--- src/rtl/ddrmon_pkg.sv ---
package ddrmon_pkg;
  typedef enum logic [3:0] {
    C_DESEL = 4'd0, C_NOP = 4'd1, C_ACT = 4'd2, C_RD = 4'd3, C_WR = 4'd4,
    C_BST = 4'd5, C_PRE = 4'd6, C_AREF = 4'd7, C_SREF = 4'd8, C_LMR = 4'd9
  } cmd_e;

  localparam int V_RCD    = 0;
  localparam int V_RP     = 1;
  localparam int V_RASMIN = 2;
  localparam int V_RASMAX = 3;
  localparam int V_RC     = 4;
  localparam int V_RRD    = 5;
  localparam int V_RFC    = 6;
  localparam int V_MRD    = 7;
  localparam int V_WTR    = 8;
  localparam int V_BST    = 9;
  localparam int V_MRS    = 10;
  localparam int V_PROTO  = 11;
  localparam int V_NUM    = 12;
endpackage

--- src/rtl/ddrmon_decode.sv ---
module ddrmon_decode
  import ddrmon_pkg::*;
(
  input  logic cke,
  input  logic cs_n,
  input  logic ras_n,
  input  logic cas_n,
  input  logic we_n,
  output cmd_e cmd
);
  always_comb begin
    if (cs_n) begin
      cmd = C_DESEL;
    end else begin
      unique case ({ras_n, cas_n, we_n})
        3'b111:  cmd = C_NOP;
        3'b011:  cmd = C_ACT;
        3'b101:  cmd = C_RD;
        3'b100:  cmd = C_WR;
        3'b110:  cmd = C_BST;
        3'b010:  cmd = C_PRE;
        3'b001:  cmd = cke ? C_AREF : C_SREF;
        default: cmd = C_LMR;
      endcase
    end
  end
endmodule

--- src/rtl/ddrmon_age.sv ---
module ddrmon_age #(
  parameter int W = 14
) (
  input  logic         clk,
  input  logic         rst_n,
  input  logic         evt,
  output logic [W-1:0] age
);
  // Edges since the last event; saturates, starts saturated (no history).
  always_ff @(posedge clk or negedge rst_n) begin
    if (!rst_n)              age <= '1;
    else if (evt)            age <= W'(1);
    else if (age != '1)      age <= age + W'(1);
  end
endmodule

--- src/rtl/ddrmon_bank.sv ---
module ddrmon_bank #(
  parameter int W = 14
) (
  input  logic         clk,
  input  logic         rst_n,
  input  logic         act_hit,
  input  logic         close_hit,
  output logic         is_open,
  output logic [W-1:0] act_age,
  output logic [W-1:0] pre_age
);
  always_ff @(posedge clk or negedge rst_n) begin
    if (!rst_n)         is_open <= 1'b0;
    else if (act_hit)   is_open <= 1'b1;
    else if (close_hit) is_open <= 1'b0;
  end

  ddrmon_age #(.W(W)) act_ctr_i (.clk(clk), .rst_n(rst_n), .evt(act_hit),   .age(act_age));
  ddrmon_age #(.W(W)) pre_ctr_i (.clk(clk), .rst_n(rst_n), .evt(close_hit), .age(pre_age));
endmodule

--- src/rtl/ddrmon_top.sv ---
module ddrmon_top
  import ddrmon_pkg::*;
#(
  parameter int NBANK    = 4,
  parameter int ADDR_W   = 12,
  parameter int AP_BIT   = 10,
  parameter int TRCD     = 4,
  parameter int TRP      = 4,
  parameter int TRAS_MIN = 8,
  parameter int TRAS_MAX = 14000,
  parameter int TRC      = 12,
  parameter int TRRD     = 2,
  parameter int TRFC     = 14,
  parameter int TMRD     = 2,
  parameter int TWTR     = 2
) (
  input  logic                       clk,
  input  logic                       rst_n,
  input  logic                       viol_clr,
  input  logic                       cke,
  input  logic                       cs_n,
  input  logic                       ras_n,
  input  logic                       cas_n,
  input  logic                       we_n,
  input  logic [$clog2(NBANK)-1:0]   ba,
  input  logic [ADDR_W-1:0]          addr,
  output logic [3:0]                 cmd_o,
  output logic [NBANK-1:0]           bank_open_o,
  output logic [V_NUM-1:0]           viol_o
);
  localparam int BA_W = $clog2(NBANK);
  localparam int W    = $clog2(TRAS_MAX + 2);
  localparam logic [W-1:0] TRCD_C  = W'(TRCD);
  localparam logic [W-1:0] TRP_C   = W'(TRP);
  localparam logic [W-1:0] TRASN_C = W'(TRAS_MIN);
  localparam logic [W-1:0] TRASX_C = W'(TRAS_MAX);
  localparam logic [W-1:0] TRC_C   = W'(TRC);
  localparam logic [W-1:0] TRRD_C  = W'(TRRD);
  localparam logic [W-1:0] TRFC_C  = W'(TRFC);
  localparam logic [W-1:0] TMRD_C  = W'(TMRD);
  localparam logic [W-1:0] TWTR_C  = W'(TWTR);

  cmd_e cmd, cmd_q;
  logic is_act, is_rd, is_wr, is_bst, is_pre, is_ref, is_lmr, busy;
  logic [NBANK-1:0] bsel, act_hit, pre_hit, ap_close, act_short, act_long, bank_open;
  logic [W-1:0] act_age [NBANK];
  logic [W-1:0] pre_age [NBANK];
  logic [W-1:0] gact_age, gref_age, glmr_age, gwr_age;
  logic [2:0] bl_half, burst_left;
  logic burst_rd_plain, burst_ap, burst_last;
  logic [BA_W-1:0] burst_bank;
  logic [V_NUM-1:0] viol_now, viol_q;
  logic unused_addr_bits;

  assign unused_addr_bits = ^{addr[ADDR_W-1:AP_BIT+1], addr[AP_BIT-1:3]};

  ddrmon_decode dec_i (
    .cke(cke), .cs_n(cs_n), .ras_n(ras_n), .cas_n(cas_n), .we_n(we_n), .cmd(cmd)
  );

  assign is_act = (cmd == C_ACT);
  assign is_rd  = (cmd == C_RD);
  assign is_wr  = (cmd == C_WR);
  assign is_bst = (cmd == C_BST);
  assign is_pre = (cmd == C_PRE);
  assign is_ref = (cmd == C_AREF) || (cmd == C_SREF);
  assign is_lmr = (cmd == C_LMR);
  assign busy   = (cmd != C_DESEL) && (cmd != C_NOP);
  assign burst_last = (burst_left == 3'd1);

  for (genvar b = 0; b < NBANK; b++) begin : g_bank
    assign bsel[b]      = (ba == BA_W'(b));
    assign act_hit[b]   = is_act & bsel[b];
    assign pre_hit[b]   = is_pre & (addr[AP_BIT] | bsel[b]);
    assign ap_close[b]  = burst_last & burst_ap & (burst_bank == BA_W'(b));
    assign act_short[b] = act_age[b] < TRASN_C;
    assign act_long[b]  = act_age[b] > TRASX_C;

    ddrmon_bank #(.W(W)) bank_i (
      .clk(clk), .rst_n(rst_n),
      .act_hit(act_hit[b]), .close_hit(pre_hit[b] | ap_close[b]),
      .is_open(bank_open[b]), .act_age(act_age[b]), .pre_age(pre_age[b])
    );
  end

  ddrmon_age #(.W(W)) gact_i (.clk(clk), .rst_n(rst_n), .evt(is_act), .age(gact_age));
  ddrmon_age #(.W(W)) gref_i (.clk(clk), .rst_n(rst_n), .evt(is_ref), .age(gref_age));
  ddrmon_age #(.W(W)) glmr_i (.clk(clk), .rst_n(rst_n), .evt(is_lmr), .age(glmr_age));
  ddrmon_age #(.W(W)) gwr_i  (.clk(clk), .rst_n(rst_n), .evt(is_wr),  .age(gwr_age));

  // Burst tracking and burst length from mode load
  always_ff @(posedge clk or negedge rst_n) begin
    if (!rst_n) begin
      burst_left     <= '0;
      burst_rd_plain <= 1'b0;
      burst_ap       <= 1'b0;
      burst_bank     <= '0;
      bl_half        <= 3'd2;
    end else begin
      if (is_rd || is_wr) begin
        burst_left     <= bl_half;
        burst_rd_plain <= is_rd & ~addr[AP_BIT];
        burst_ap       <= addr[AP_BIT];
        burst_bank     <= ba;
      end else if (is_bst) begin
        burst_left <= '0;
      end else if (burst_left != '0) begin
        burst_left <= burst_left - 3'd1;
      end
      if (is_lmr && ba == '0) begin
        case (addr[2:0])
          3'b001:  bl_half <= 3'd1;
          3'b010:  bl_half <= 3'd2;
          3'b011:  bl_half <= 3'd4;
          default: bl_half <= bl_half;
        endcase
      end
    end
  end

  always_comb begin
    viol_now           = '0;
    viol_now[V_RCD]    = (is_rd | is_wr) & bank_open[ba] & (act_age[ba] < TRCD_C);
    viol_now[V_RP]     = is_act & (pre_age[ba] < TRP_C);
    viol_now[V_RASMIN] = |(pre_hit & bank_open & act_short);
    viol_now[V_RASMAX] = |(bank_open & act_long);
    viol_now[V_RC]     = is_act & (act_age[ba] < TRC_C);
    viol_now[V_RRD]    = is_act & (gact_age < TRRD_C);
    viol_now[V_RFC]    = busy & (gref_age < TRFC_C);
    viol_now[V_MRD]    = busy & (glmr_age < TMRD_C);
    viol_now[V_WTR]    = is_rd & (gwr_age < TWTR_C);
    viol_now[V_BST]    = is_bst & ~((burst_left != '0) & burst_rd_plain);
    viol_now[V_MRS]    = is_lmr & ((|bank_open) | (burst_left != '0));
    viol_now[V_PROTO]  = ((is_rd | is_wr) & ~bank_open[ba]) | (is_act & bank_open[ba]);
  end

  always_ff @(posedge clk or negedge rst_n) begin
    if (!rst_n) begin
      cmd_q  <= C_DESEL;
      viol_q <= '0;
    end else begin
      cmd_q  <= cmd;
      viol_q <= (viol_q & {V_NUM{~viol_clr}}) | viol_now;
    end
  end

  assign cmd_o       = cmd_q;
  assign bank_open_o = bank_open;
  assign viol_o      = viol_q;
endmodule

--- config.mk ---
export PLATFORM = sky130hd
export DESIGN_NAME = ddrmon_top
export DESIGN_NICKNAME = d
export VERILOG_FILES = /design/src/rtl/ddrmon_pkg.sv /design/src/rtl/ddrmon_decode.sv /design/src/rtl/ddrmon_age.sv /design/src/rtl/ddrmon_bank.sv /design/src/rtl/ddrmon_top.sv
export SDC_FILE = /design/constraint.sdc
export NUM_CORES = 1
export LEC_CHECK = 0
export ABC_AREA = 1
export BUFFER_PORTS_ARGS = -buffer_cell sky130_fd_sc_hd__buf_2
export CELL_PAD_IN_SITES_DETAIL_PLACEMENT = 1
export CELL_PAD_IN_SITES_GLOBAL_PLACEMENT = 2
export CORE_ASPECT_RATIO = 0.6
export CORE_MARGIN = 10
export CORE_UTILIZATION = 35
export DETAILED_ROUTE_END_ITERATION = 7
export MAX_ROUTING_LAYER = met4
export PLACE_DENSITY_LB_ADDON = 0.1
export SLEW_MARGIN = 20
export SYNTH_ARGS = -nofsm -noshare
export SYNTH_HDL_FRONTEND = slang
export SYNTH_SLANG_ARGS = --single-unit
--- constraint.sdc ---
create_clock -name clk -period 2.2 [get_ports clk]
set_input_delay 0.44 -clock clk [delete_from_list [all_inputs] [get_ports clk]]
set_output_delay 0.44 -clock clk [all_outputs]
set_load 0.1 [all_outputs]
; Word level (Yosys, flattened, before mapping)
; Cells that the tools add are included.
[word_totals]
ff_bits = 198
input_bits = 22
out_inout_bits = 20
elab_cells = 216
[classes]
addsub = 13
order_cmp = 17
n_eq_ne = 38
n_mux = 47
bitwise_logic = 48
reduce_logical = 30
[op_table]
columns = cell, count
row1 = $mux W14, 28
row2 = $add A14 B1 Y14 const B, 12
row3 = $ne A14 B14 Y1 const B, 12
row4 = $lt A14 B4 Y1 const B, 6
row5 = $bmux W14 S2, 2
row6 = $gt A14 B14 Y1 const B, 4
row7 = $lt A14 B2 Y1 const B, 3
row8 = $reduce_bool A2 Y1, 16
row9 = $lt A14 B3 Y1 const B, 2
row10 = $pmux W4 S7, 1
row11 = $and A1 B1 Y1, 27
row12 = $eq A4 B3 Y1 const B, 4
row13 = $and A12 B12 Y12, 1
row14 = $and A4 B4 Y4, 3
row15 = $eq A3 B2 Y1 const B, 4
row16 = $eq A3 B3 Y1 const B, 4
row17 = $or A12 B12 Y12, 1
row18 = $reduce_or A4 Y1, 3
row19 = $or A1 B1 Y1, 11
row20 = $eq A3 B1 Y1 const B, 3
row21 = $mux W1, 9
row22 = $mux W3, 3
row23 = $pmux W3 S3, 1
row24 = $reduce_bool A3 Y1, 3
row25 = other kinds (17), 30

; Longest topological paths before layout
[logic_depth]
ltp_word = 9
mapped_depth = 11

; Modules after synthesis
; A second synthesis with hierarchy kept.
[hier_totals]
cells_unflattened = 1865
area_unflattened_um2 = 13297.8
[by_module_without_submodules]
columns = mod, instances, cells_each, area_per_inst_um2, seq_area_each_um2
row1 = ddrmon_age, 12, 118, 887.1, 367.9
row2 = ddrmon_top, 1, 408, 2398.6, 651.9
row3 = ddrmon_bank, 4, 5, 40.0, 25.0
row4 = ddrmon_decode, 1, 21, 93.8, 0.0

; Worst setup path before layout
; OpenSTA, ideal clock, no wires.
[synth_timing]
kind = flip-flop to flip-flop
from = register g_bank[2].bank_i.pre_ctr_i.age[0]
to = register g_bank[2].bank_i.pre_ctr_i.age[10]
setup_ns = 0.060
t_arrival_ns = 1.596
required_time_ns = 2.140
slack_ns = 0.544
stages_incl_launch_ff = 7
n_path_buf = 0
path_cell_list = dfstp_2 > ha_1 > nand4_2 > nor2_4 > nand4_4 > or2_4 > nand2_1
[synth_between]
elab_chain_len = 3
word_cells_on_any_way = 5
cone_classes = add/sub (1) / eq/ne (1) / mux (2) / reduce/logical (1)
[synth_rtl]
columns = element, line_no
row1 = from (decl), ddrmon_age.sv:7  ; output logic [W-1:0] age
row2 = from (signal assigned), ddrmon_age.sv:13  ; else if (age != '1) age <= age + W'(1);
row3 = $add A14 B1 Y14, ddrmon_age.sv:13
row4 = $mux W14, ddrmon_age.sv:13
row5 = $mux W14, ddrmon_age.sv:12  ; else if (evt) age <= W'(1);
; Parallel ways exist; a longest one is shown, timed or not. The select of a mux whose other input is x is not followed.
; A chain may end at the register's enable or synchronous reset.

; Worst setup path in the final report
[layout_timing]
from = register g_bank[2].bank_i.act_ctr_i.age[0]
to = register g_bank[2].bank_i.act_ctr_i.age[6]
[layout_between]
elab_chain_len = 3
word_cells_on_any_way = 5
cone_classes = add/sub (1) / eq/ne (1) / mux (2) / reduce/logical (1)
[layout_rtl]
columns = element, line_no
row1 = from (decl), ddrmon_age.sv:7
row2 = from (signal assigned), ddrmon_age.sv:13
row3 = $add A14 B1 Y14, ddrmon_age.sv:13
row4 = $mux W14, ddrmon_age.sv:13
row5 = $mux W14, ddrmon_age.sv:12
; Parallel ways exist; a longest one is shown, timed or not. The select of a mux whose other input is x is not followed.

==> impl_metrics.env <==
export IMPL_yosys_warnings=0
export IMPL_start_util_pct=35.8
export IMPL_skew_ns=0.00906
export IMPL_drv_slew=0
export IMPL_rsz0062_at_grt="false"
export IMPL_clockBufferDepth=2
export IMPL_setup_tns_ns=0
export IMPL_grt_pass1_wl_um=59300
export IMPL_synthesis_nets=1619
export IMPL_yosysUniqueCellTypes=52
export IMPL_status="finished, final reports clean"
export IMPL_syn_inst=1582
export IMPL_finalHoldViolations=0
export IMPL_cts_root_buffer="clkbuf_16"
export IMPL_vias_per_cell=4.95
export IMPL_critPathArrivalTime_ns=2.36
export IMPL_grt_max_degree=51
export IMPL_power_switching_share_pct=39.0
export IMPL_max_freq_mhz=508
export IMPL_layout_nets=1672
export IMPL_io_buffers=33
export IMPL_sequentialPowerShare_pct=45.5
export IMPL_post_route_min_period_ns=1.97
export IMPL_cts_tree="done"
export IMPL_slew_headroom_pct=56.5
export IMPL_num_io_pins=42
export IMPL_required_ns=2.59
export IMPL_clk_insertion_delay_late_ns=0.46
export IMPL_syn_avg_cell_area_um2=7.70
export IMPL_gp_congestion=0.806
export IMPL_internal_power_w=0.00835
export IMPL_cts_sinks=198
export IMPL_antenna_found_initial=0
export IMPL_timing_final_crit_share_pct=89.4
export IMPL_critPathKind="register to register"
export IMPL_syn2layout_area_growth_pct=11.4
export IMPL_p_switching_w=0.00534
export IMPL_htree_levels=4
export IMPL_multiInputGateArea_um2=6070
export IMPL_dieArea_um2=42900
export IMPL_worst_pin_slew_ns=0.652
export IMPL_ys_seq_elements=198
export IMPL_drive_gt1_share_pct=22.9
export IMPL_seq_area_frac_synth_pct=42.4
export IMPL_cellLeakagePower_nw=6.11
export IMPL_combPwrFrac_pct=31.2
export IMPL_syn_cell_area_um2=12200
export IMPL_crit_path_end_kind="register"
export IMPL_setup_violations=0
export IMPL_core_area_um2=34000
export IMPL_cp_max_fo=8
export IMPL_maxCapViolCount=0
export IMPL_die_height_um=165
export IMPL_grt_overflow_total=0
export IMPL_grtUsageTotal_pct=17.8
export IMPL_antenna_cells=0
export IMPL_drc=0
export IMPL_rows=52
export IMPL_grt_pass1_vias=10700
export IMPL_hold_path_class="input pin to register"
export IMPL_dp_hpwl_um=27300
export IMPL_routed_via_count=10400
export IMPL_drtAntennaViolNets=0
export IMPL_rrSetupSlack_ns=0.23
export IMPL_crit_path_start_kind="register"
export IMPL_cts_buffers=17
export IMPL_routed_wl_um=35400
export IMPL_dr_pass1_iters=5
export IMPL_die_x_um=261
export IMPL_clkPwrFrac_pct=23.3
export IMPL_drtIter0Drc=574
export IMPL_seq_area_um2=5170
export IMPL_irDropWorstVdd_mv=0.569
export IMPL_power_density_nw_per_um2=1010
export IMPL_clkTransAtPathRegs_ns=0.08
export IMPL_holdWs_ns=0.188
export IMPL_fillers=4258
export IMPL_wl_per_cell_um=16.8
power by group through the flow:
stage / registers [W] / clock network [W] / logic [W]
6_report: 0.00623 / 0.00320 / 0.00428
5_1_grt: 0.00643 / 0.00347 / 0.00492
4_1_cts: 0.00622 / 0.00332 / 0.00434
3_5_place_dp: 0.00626 / 0 / 0.00430
3_3_place_gp: 0.00625 / 0 / 0.00419
2_1_floorplan: 0.00600 / 0 / 0.00326
cells in the mapped netlist, drive strengths merged:
cell type | instances | share of area [%]
and3 | 1 | 0.051
o21a | 2 | 0.12
or2 | 12 | 0.64
nor4 | 5 | 0.26
dfrtp | 29 | 6.0
a2111oi | 1 | 0.072
o22ai | 2 | 0.10
nand3 | 148 | 6.3
o21ai | 83 | 3.7
a22oi | 1 | 0.062
nor3b | 1 | 0.062
o2111ai | 1 | 0.072
and2 | 1 | 0.051
xor2 | 66 | 4.7
clkbuf | 4 | 0.12
nand2 | 437 | 14
a21oi | 49 | 2.0
o21bai | 5 | 0.31
buf | 32 | 1.9
a21o | 2 | 0.12
a211oi | 1 | 0.062
nor2 | 176 | 6.2
inv | 183 | 5.7
clkinv | 1 | 0.031
nand4 | 53 | 3.3
a31o | 4 | 0.29
a31oi | 4 | 0.21
dfstp | 169 | 36
o31ai | 5 | 0.35
nor3 | 63 | 3.0
ha | 15 | 1.5
nand3b | 3 | 0.18
xnor2 | 23 | 1.7
area by class of cell:
type | instances | area share [%]
clock buffer | 22 | 3.57
sequential | 198 | 38.1
multi-input combinational | 1164 | 44.7
timing repair buffer | 70 | 3.62
inverter | 184 | 5.12
tap | 459 | 4.23
clock inverter | 10 | 0.682
cell families (layout without fill, tap and decap cells):
group,count (synthesis),after routing,synth area share [%]
AO/OA/AOI/OAI,160,160,7.50
XOR/XNOR,89,89,6.40
adder cells (fa/ha/maj),15,15,1.54
buffers and inverters,220,286,7.76
flip-flops,198,198,42.4
AND/OR/NAND/NOR,900,900,34.4
stage by stage:
stage          cell area, µm²  instances  worst slack (ns)  total power [W]  util [%]
2_1_floorplan           12200       1582             0.544          0.00927         -
5_1_grt                 13600       2107           0.00979           0.0148      39.9
3_3_place_gp            13000       2074             0.282           0.0104      38.2
4_1_cts                 13600       2107             0.199           0.0139      39.9
3_5_place_dp            13000       2074             0.240           0.0106      38.2
6_report                13600       2107             0.233           0.0137      39.9
worst paths after layout:
path                       cells after the start                           endpoint                               from
max in group asynchronous                      3  g_bank[3].bank_i.pre_ctr_i.age[0]                              rst_n
setup reg to reg                               8  g_bank[2].bank_i.act_ctr_i.age[6]  g_bank[2].bank_i.act_ctr_i.age[0]
min in group asynchronous                      2                          viol_o[3]                              rst_n
setup / recovery                               8  g_bank[2].bank_i.act_ctr_i.age[6]  g_bank[2].bank_i.act_ctr_i.age[0]
hold reg to reg                                2  g_bank[0].bank_i.pre_ctr_i.age[1]  g_bank[0].bank_i.pre_ctr_i.age[1]
hold / removal                                 2                         bl_half[1]                            addr[0]
worst max-delay path: stages, from the launching register on:
cell and delay [ns]:
dfstp_2 0.58, ha_1 0.21, nand3_2 0.12, nor2_2 0.15, nand3_2 0.11, nor3_2 0.20
nand2_1 0.24, buf_4 0.22, o21ai_1 0.07
flip-flops by register name, indices dropped and copies added, names as in the netlist, 12 cells and up:
signal,cells
gwr_i.age,14
gact_i.age,14
g_bank.bank_i.act_ctr_i.age,56
viol_o,12
gref_i.age,14
glmr_i.age,14
g_bank.bank_i.pre_ctr_i.age,56
cells in the final DEF (no fill, tap or decap), types with 5 or more instances in the layout:
cell	n
nand4_2	7
nor3_1	57
a21oi_1	49
dfstp_2	169
nor2_4	6
inv_1	166
ha_1	15
xor2_1	66
nor2_2	12
xnor2_1	23
nand2_1	411
nor4_1	5
clkbuf_16	17
o21ai_2	7
buf_2	32
nor2_1	157
or2_2	11
nand3_1	142
buf_4	33
clkbuf_8	5
o21bai_1	5
nand3_2	6
o21ai_0	68
o21ai_1	7
nand2_4	7
nand2_2	19
inv_2	15
dfrtp_1	29
nand4_1	44
layer usage:
metal	wire, µm	global-route usage [%]
met5	0	-
met2	14500	25.0
met1	19900	26.5
met3	686	2.51
met4	282	3.40
timing repair:
item	in CTS	in global routing
endpoints found under the hold margin	4	0
hold buffers	1	0
setup endpoints to repair	0	0
gates resized for setup	0	0
buffers inserted	0	0
(Power assumes the default switching activity.)
